$ cat src/rtl/sbg_pkg.sv
package sbg_pkg;

  typedef struct packed {
    logic rd;
    logic wr;
  } reg_stb_t;

  // a bank or register access may pass only when released and not failing
  function automatic logic access_ok(input logic released,
                                     input logic fault,
                                     input logic en_n);
    return released & ~fault & ~en_n;
  endfunction

  // register strobes: write wins over read
  function automatic reg_stb_t reg_strobes(input logic go,
                                           input logic rd_n,
                                           input logic wr_n);
    reg_stb_t s;
    s.wr = go & ~wr_n;
    s.rd = go & ~rd_n & wr_n;
    return s;
  endfunction

  function automatic int count_width(input int limit);
    return (limit < 1) ? 1 : $clog2(limit + 2);
  endfunction

endpackage

$ cat src/rtl/sbg_sync.sv
module sbg_sync #(
  parameter int STAGES = 2
) (
  input  logic clk,
  input  logic rst_n,
  input  logic clear,
  input  logic din,
  output logic dout
);
  logic [STAGES-1:0] q;

  always_ff @(posedge clk or negedge rst_n) begin
    if (!rst_n) begin
      q <= '0;
    end else if (clear) begin
      q <= '0;
    end else begin
      for (int i = STAGES - 1; i > 0; i--) q[i] <= q[i-1];
      q[0] <= din;
    end
  end

  assign dout = q[STAGES-1];

  // a clear must leave the chain empty on the next edge
  p_sync_cleared_r8: assert property (@(posedge clk) disable iff (!rst_n)
    clear |=> (q == '0));

endmodule

$ cat src/rtl/sbg_release.sv
module sbg_release #(
  parameter int HOLD_CYCLES = 8
) (
  input  logic clk,
  input  logic rst_n,
  input  logic fault,
  input  logic good_sync,
  input  logic idle,
  output logic released
);
  localparam int CW = sbg_pkg::count_width(HOLD_CYCLES);
  localparam logic [CW-1:0] HOLD_V = CW'(HOLD_CYCLES);

  logic [CW-1:0] cnt;
  logic          hold_done;
  logic          take_release;

  assign hold_done    = (cnt == HOLD_V);
  assign take_release = hold_done & good_sync & idle;

  always_ff @(posedge clk or negedge rst_n) begin
    if (!rst_n) begin
      cnt      <= '0;
      released <= 1'b0;
    end else if (fault) begin
      cnt      <= '0;
      released <= 1'b0;
    end else begin
      if (good_sync && !hold_done) cnt <= cnt + 1'b1;
      if (take_release)            released <= 1'b1;
    end
  end

  p_count_bound_r6: assert property (@(posedge clk) disable iff (!rst_n)
    cnt <= HOLD_V);

  p_release_after_hold_r6: assert property (@(posedge clk) disable iff (!rst_n)
    $rose(released) |-> $past(hold_done));

  p_release_idle_r7: assert property (@(posedge clk) disable iff (!rst_n)
    $rose(released) |-> $past(idle));

  p_fault_drops_r4: assert property (@(posedge clk) disable iff (!rst_n)
    fault |=> !released);

endmodule

$ cat src/rtl/sbg_decode.sv
module sbg_decode #(
  parameter int SEL_W = 1,
  localparam int NB   = 1 << SEL_W
) (
  input  logic             clk,
  input  logic             rst_n,
  input  logic             released,
  input  logic             fault,
  input  logic             ext_en_n,
  input  logic [SEL_W-1:0] bank_sel,
  input  logic             chip_en_n,
  input  logic             rd_en_n,
  input  logic             wr_en_n,
  output logic [NB-1:0]    ram_ce_n,
  output logic             reg_rd_stb,
  output logic             reg_wr_stb
);
  import sbg_pkg::*;

  logic     ram_go;
  logic     reg_go;
  reg_stb_t stb_next;

  assign ram_go   = access_ok(released, fault, ext_en_n);
  assign reg_go   = access_ok(released, fault, chip_en_n);
  assign stb_next = reg_strobes(reg_go, rd_en_n, wr_en_n);

  for (genvar b = 0; b < NB; b++) begin : g_bank
    always_ff @(posedge clk or negedge rst_n) begin
      if (!rst_n) ram_ce_n[b] <= 1'b1;
      else        ram_ce_n[b] <= ~(ram_go && (bank_sel == SEL_W'(b)));
    end
  end

  always_ff @(posedge clk or negedge rst_n) begin
    if (!rst_n) begin
      reg_rd_stb <= 1'b0;
      reg_wr_stb <= 1'b0;
    end else begin
      reg_rd_stb <= stb_next.rd;
      reg_wr_stb <= stb_next.wr;
    end
  end

  p_one_bank_r1: assert property (@(posedge clk) disable iff (!rst_n)
    $onehot0(~ram_ce_n));

  p_standby_r3: assert property (@(posedge clk) disable iff (!rst_n)
    ext_en_n |=> (ram_ce_n == '1));

  p_fault_cut_r4: assert property (@(posedge clk) disable iff (!rst_n)
    fault |=> (ram_ce_n == '1));

  p_write_block_r10: assert property (@(posedge clk) disable iff (!rst_n)
    fault |=> (!reg_wr_stb && !reg_rd_stb));

  p_strobe_excl_r9: assert property (@(posedge clk) disable iff (!rst_n)
    !(reg_rd_stb && reg_wr_stb));

endmodule

$ cat src/rtl/sram_bank_guard.sv
module sram_bank_guard #(
  parameter int SEL_W       = 1,
  parameter int SYNC_STAGES = 2,
  parameter int HOLD_CYCLES = 8,
  localparam int NB         = 1 << SEL_W
) (
  input  logic             clk,
  input  logic             rst_n,
  input  logic             pwr_ok,
  input  logic             bat_mode,
  input  logic             ext_en_n,
  input  logic [SEL_W-1:0] bank_sel,
  input  logic             chip_en_n,
  input  logic             rd_en_n,
  input  logic             wr_en_n,
  output logic [NB-1:0]    ram_ce_n,
  output logic             reg_rd_stb,
  output logic             reg_wr_stb
);
  logic fault_now;
  logic good_sync;
  logic released;

  assign fault_now = ~pwr_ok | bat_mode;

  sbg_sync #(.STAGES(SYNC_STAGES)) u_sync (
    .clk   (clk),
    .rst_n (rst_n),
    .clear (fault_now),
    .din   (1'b1),
    .dout  (good_sync)
  );

  sbg_release #(.HOLD_CYCLES(HOLD_CYCLES)) u_release (
    .clk       (clk),
    .rst_n     (rst_n),
    .fault     (fault_now),
    .good_sync (good_sync),
    .idle      (ext_en_n),
    .released  (released)
  );

  sbg_decode #(.SEL_W(SEL_W)) u_decode (
    .clk        (clk),
    .rst_n      (rst_n),
    .released   (released),
    .fault      (fault_now),
    .ext_en_n   (ext_en_n),
    .bank_sel   (bank_sel),
    .chip_en_n  (chip_en_n),
    .rd_en_n    (rd_en_n),
    .wr_en_n    (wr_en_n),
    .ram_ce_n   (ram_ce_n),
    .reg_rd_stb (reg_rd_stb),
    .reg_wr_stb (reg_wr_stb)
  );

  p_battery_dark_r5: assert property (@(posedge clk) disable iff (!rst_n)
    bat_mode |=> (ram_ce_n == '1));

endmodule

$ cat config.mk
export PLATFORM = sky130hd
export DESIGN_NAME = sram_bank_guard
export DESIGN_NICKNAME = d
export VERILOG_FILES = /design/src/rtl/sbg_pkg.sv /design/src/rtl/sbg_sync.sv /design/src/rtl/sbg_release.sv /design/src/rtl/sbg_decode.sv /design/src/rtl/sram_bank_guard.sv
export SDC_FILE = /design/constraint.sdc
export NUM_CORES = 1
export LEC_CHECK = 0
export BUFFER_PORTS_ARGS = -buffer_cell sky130_fd_sc_hd__buf_4
export CORE_AREA = 3 3 40 42
export DETAILED_ROUTE_END_ITERATION = 16
export DIE_AREA = 0 0 43 45
export PLACE_DENSITY = 0.7
export SYNTH_ARGS = -nofsm -noshare
export SYNTH_HDL_FRONTEND = slang
export SYNTH_SLANG_ARGS = --single-unit
$ cat constraint.sdc
create_clock -name clk -period 1.7 [get_ports clk]
set_input_delay 0.34 -clock clk [delete_from_list [all_inputs] [get_ports clk]]
set_output_delay 0.34 -clock clk [all_outputs]
set_load 0.01 [all_outputs]
Word level (Yosys, flattened, before mapping)

Index checks and enable logic that the tools add are counted.

Flip-flop bits (word level): 11
Input bits: 9
Output and inout bits: 4
Word-level logic and storage cells: 38

Add/subtract/negate cells: 1
Equal/unequal tests: 1
Multiplexer cells: 5
Bitwise operators: 18
Reductions and logical operators: 6

Operator list:

| kind                  | number |
|---|---|
| $not A1 Y1            | 9 |
| $and A1 B1 Y1         | 8 |
| $mux W4               | 2 |
| $add A4 B1 Y4 const B | 1 |
| $eq A4 B4 Y1 const B  | 1 |
| $reduce_bool A2 Y1    | 2 |
| $logic_and A1 B1 Y1   | 3 |
| $mux W1               | 2 |
| $mux W2               | 1 |
| $logic_not A1 Y1      | 1 |
| $or A1 B1 Y1          | 1 |

Logic depth before layout (Yosys ltp)

Depth in word-level cells: 7
Gate-level depth with buffers: 5
Gate-level depth less buffers: 5

Cells and area by module

From an unflattened synthesis, not the netlist that was laid out.

Cell total of the unflattened synthesis: 41
Area total of the unflattened synthesis: 479.2 um^2

Modules (own cells, without submodules):

| module          | instances | cells each | area each (um^2) | seq. area each (um^2) |
|---|---|---|---|---|
| sbg_release     | 1         | 26         | 261.5            | 125.1 |
| sbg_decode      | 1         | 9          | 145.1            | 102.6 |
| sbg_sync        | 1         | 4          | 62.6             | 50.0 |
| sram_bank_guard | 1         | 2          | 10.0             | 0.0 |

Worst setup path before layout

OpenSTA, ideal clock, no wires.

Path kind: register to register
From: reg u_release.cnt[0]
To: reg u_release.cnt[2]
Setup time: 0.073 ns
Arrival: 1.257 ns
Data required time: 1.627 ns
Setup slack: 0.370 ns
Stages on the path, launching flop included: 6
Path buffers: 0
Period minus slack after synthesis: 1.330 ns
Cell sequence: dfrtp_1 inv_1 ha_1 and3b_1 or3_1 a21oi_2

Cells in the longest elaborated chain, start to end: 4
Elaborated cells between the ends (all ways): 7
Those cells by class: add/sub (1); eq/ne (1); mux (2); reduce/logical (3)

RTL lines:

| item                                                  | RTL line          | text |
|---|---|---|
| start, declared                                       | sbg_release.sv:14 | `logic [CW-1:0] cnt;` |
| start signal, assigned                                | sbg_release.sv:29 | `if (good_sync && !hold_done) cnt <= cnt + 1'b1;` |
| branches (longest 4 deep; another with $add A4 B1 Y4) | --                |  |

Parallel ways; which one is timed is not known. The select of a mux whose other input is x is not followed.
A chain may end at the register's enable or synchronous reset.

Worst setup path after layout

Same ends and word-level chain as after synthesis.

==> flow_summary.ini <==
[detailed_routing]
drt-initial-drc-count = 3
wire_per_inst_um = 11.49
postRouteAntennaNets = 0
drt-pass1-iter-count = 2
route.vias.total = 351
routed_via_density = 4.808
wirelength_um = 839
drc_errors = 0

[sta]
hold_slack_ps = 220.0
period_share_pct = 82.76
worst_slew_pin_slew_ps = 172.7
slew_violations = 0
fin_crit_ps = 1407
finalSetupViolCount = 0
finalHoldViolations = 0
clock_skew_ps = 6.574
setup_tns_ps = 0
slew_headroom_pct = 88.36
max_freq_mhz = 710.8
rsz0062_at_grt = no

[finish]
final_common_cell = buf_4
antenna_cells = 0
postLayoutCoreUtil_pct = 48.10
drive_gt1_share_pct = 34.48
area_growth_syn_to_layout_pct = 30.69
layout_common_cells = buf_4 (12), dfrtp_1 (9), inv_1 (4)
final_cells = 73
final_nets = 70

[worst_setup_path]
required_ps = 1910
critPathTopFamily = simple AND/OR/NAND/NOR gates
crit_arrival_ps = 1610
end_kind = flip-flop
worst_path_max_delay_cell = dfrtp_1
max_stage_delay_ps = 390
cp-start-kind = flip-flop
path_cells = inv_1 -> ha_1 -> and3b_1 -> or3_1 -> a21oi_2
critPathBufInv = 1
path_class = reg -> reg
critPathMaxFanout = 4

[cts]
htreeDepth = 1
cts_buffer_depth = 2
numClockSinks = 11
clock_latency_ps = 270
cts_tree = built
numCtsBuffers = 3
cts.clk_slew.worst_paths_ps = 70
cts-root-buf = clkbuf_4

[placement]
io_buffers = 12
routabilityCongestion = 0.7930
place_inst = 68
place_hpwl_um = 620.6

[global_routing]
grt_overflow = 0
grt_pass1_vias = 345
grt_pass1_wl_mm = 1.462
antenna_found_initial = 0
track_usage_pct = 10.75
grt_start_max_net_pins = 12

[floorplan]
start_util_pct = 36.81
coreArea_um2 = 1285
die-area_um2 = 1935
chipWidth_um = 43
die_h_um = 45
ios = 13
row_count = 13

[synthesis]
ys_seq_area_share_pct = 58.73
yosys_register_bits = 11
synthCells = 41
synth.avg_cell_area_um2 = 11.54
ys_types = 21
syn_area_um2 = 473.0
synthesis.nets = 52
yosysWarnings = 0

[run]
drv_cap = 0

[power]
power_density_nw_per_um2 = 769.9
finalPower_mw = 0.4759
p_leak_nw = 0.2857
peakVddDrop_mv = 0.5050

[status]
outcome = complete, no violations

[worst_hold_path]
hold_class = in -> reg
[sequential cells by signal, summed over array words and instances (netlist names)]
name / cells
u_release.released: 1
u_decode.reg_wr_stb: 1
u_decode.reg_rd_stb: 1
u_release.cnt: 4
u_decode.ram_ce_n: 2
u_sync.q: 2
[where the power goes]
group / switching (mW) / internal [mW]
clock network: 0.0888 / 0.0908
registers: 0.00145 / 0.264
logic: 0.0136 / 0.0174
total: 0.104 / 0.372
[synthesized netlist by cell type]
library cell / count / share of area, %
dfrtp_1: 9 / 48
inv_1: 4 / 3.2
nor2_1: 3 / 2.4
a21oi_1: 2 / 2.1
dfstp_2: 2 / 11
ha_1: 2 / 5.3
nand2_1: 2 / 1.6
nand3_1: 2 / 2.1
nand3b_1: 2 / 3.2
o21ai_0: 2 / 2.1
a21oi_2: 1 / 1.9
a31oi_1: 1 / 1.3
and2_1: 1 / 1.3
and3b_1: 1 / 1.9
nand2b_4: 1 / 2.9
nand4_1: 1 / 1.3
nand4b_1: 1 / 1.9
nor3b_1: 1 / 1.6
or3_1: 1 / 1.3
or4b_2: 1 / 2.1
xor2_1: 1 / 1.9
[kinds of logic after synthesis]
| group | share of synthesized area, % |
|---|---|
| xor gates and xnor gates | 1.852 |
| AOI/OAI and AO/OA | 7.409 |
| buffers and inverters | 3.174 |
| and+or+nand+nor | 23.55 |
| DFF | 58.73 |
| adders and majority gates | 5.290 |
[metrics by stage]
step	cell area [um^2]	setup slack (ps)
final	618.1	293.1
after global routing	618.1	191.6
after CTS	618.1	292.3
after detailed placement	581.8	322.2
after global placement	581.8	341.1
after floorplan	473.0	370.5
[final cells by class]
type                            instances  area, um^2
Tap cell                               15       18.77
Timing Repair Buffer                   13       100.1
Inverter                                4       15.01
Multi-Input combinational cell         26       180.2
Clock buffer                            4       26.28
Sequential cell                        11       277.8
Fill cell                             117       666.9
[worst paths after layout]
path | slack (ps) | cells past startpoint | from | to
setup / recovery | 290 | 5 | u_release.cnt[0] | u_release.cnt[2]
hold / removal | 220 | 2 | rd_en_n | u_decode.reg_rd_stb
min in group asynchronous | 430 | 2 | rst_n | u_release.cnt[2]
setup reg to reg | 290 | 5 | u_release.cnt[0] | u_release.cnt[2]
max in group asynchronous | 1040 | 2 | rst_n | u_decode.ram_ce_n[1]
hold reg to reg | 450 | 1 | u_sync.q[0] | u_sync.q[1]
[metal layers]
metal	GRT usage, %	vias up	part of all wire, %
li1	-	175	-
met1	14.18	167	46
met2	14.97	7	47
met3	3.586	2	3.6
met4	7.229	0	3.2
met5	0	-	0
[repair_timing]
| item | 4_1_cts | 5_1_grt |
|---|---|---|
| hold endpoints to repair | 9 | 0 |
| resized for setup | 0 | 0 |
| endpoints found under the setup margin | 0 | 0 |
| buffers inserted | 0 | 0 |
| hold buffers | 1 | 0 |
Power figures use the tool's default switching activity.
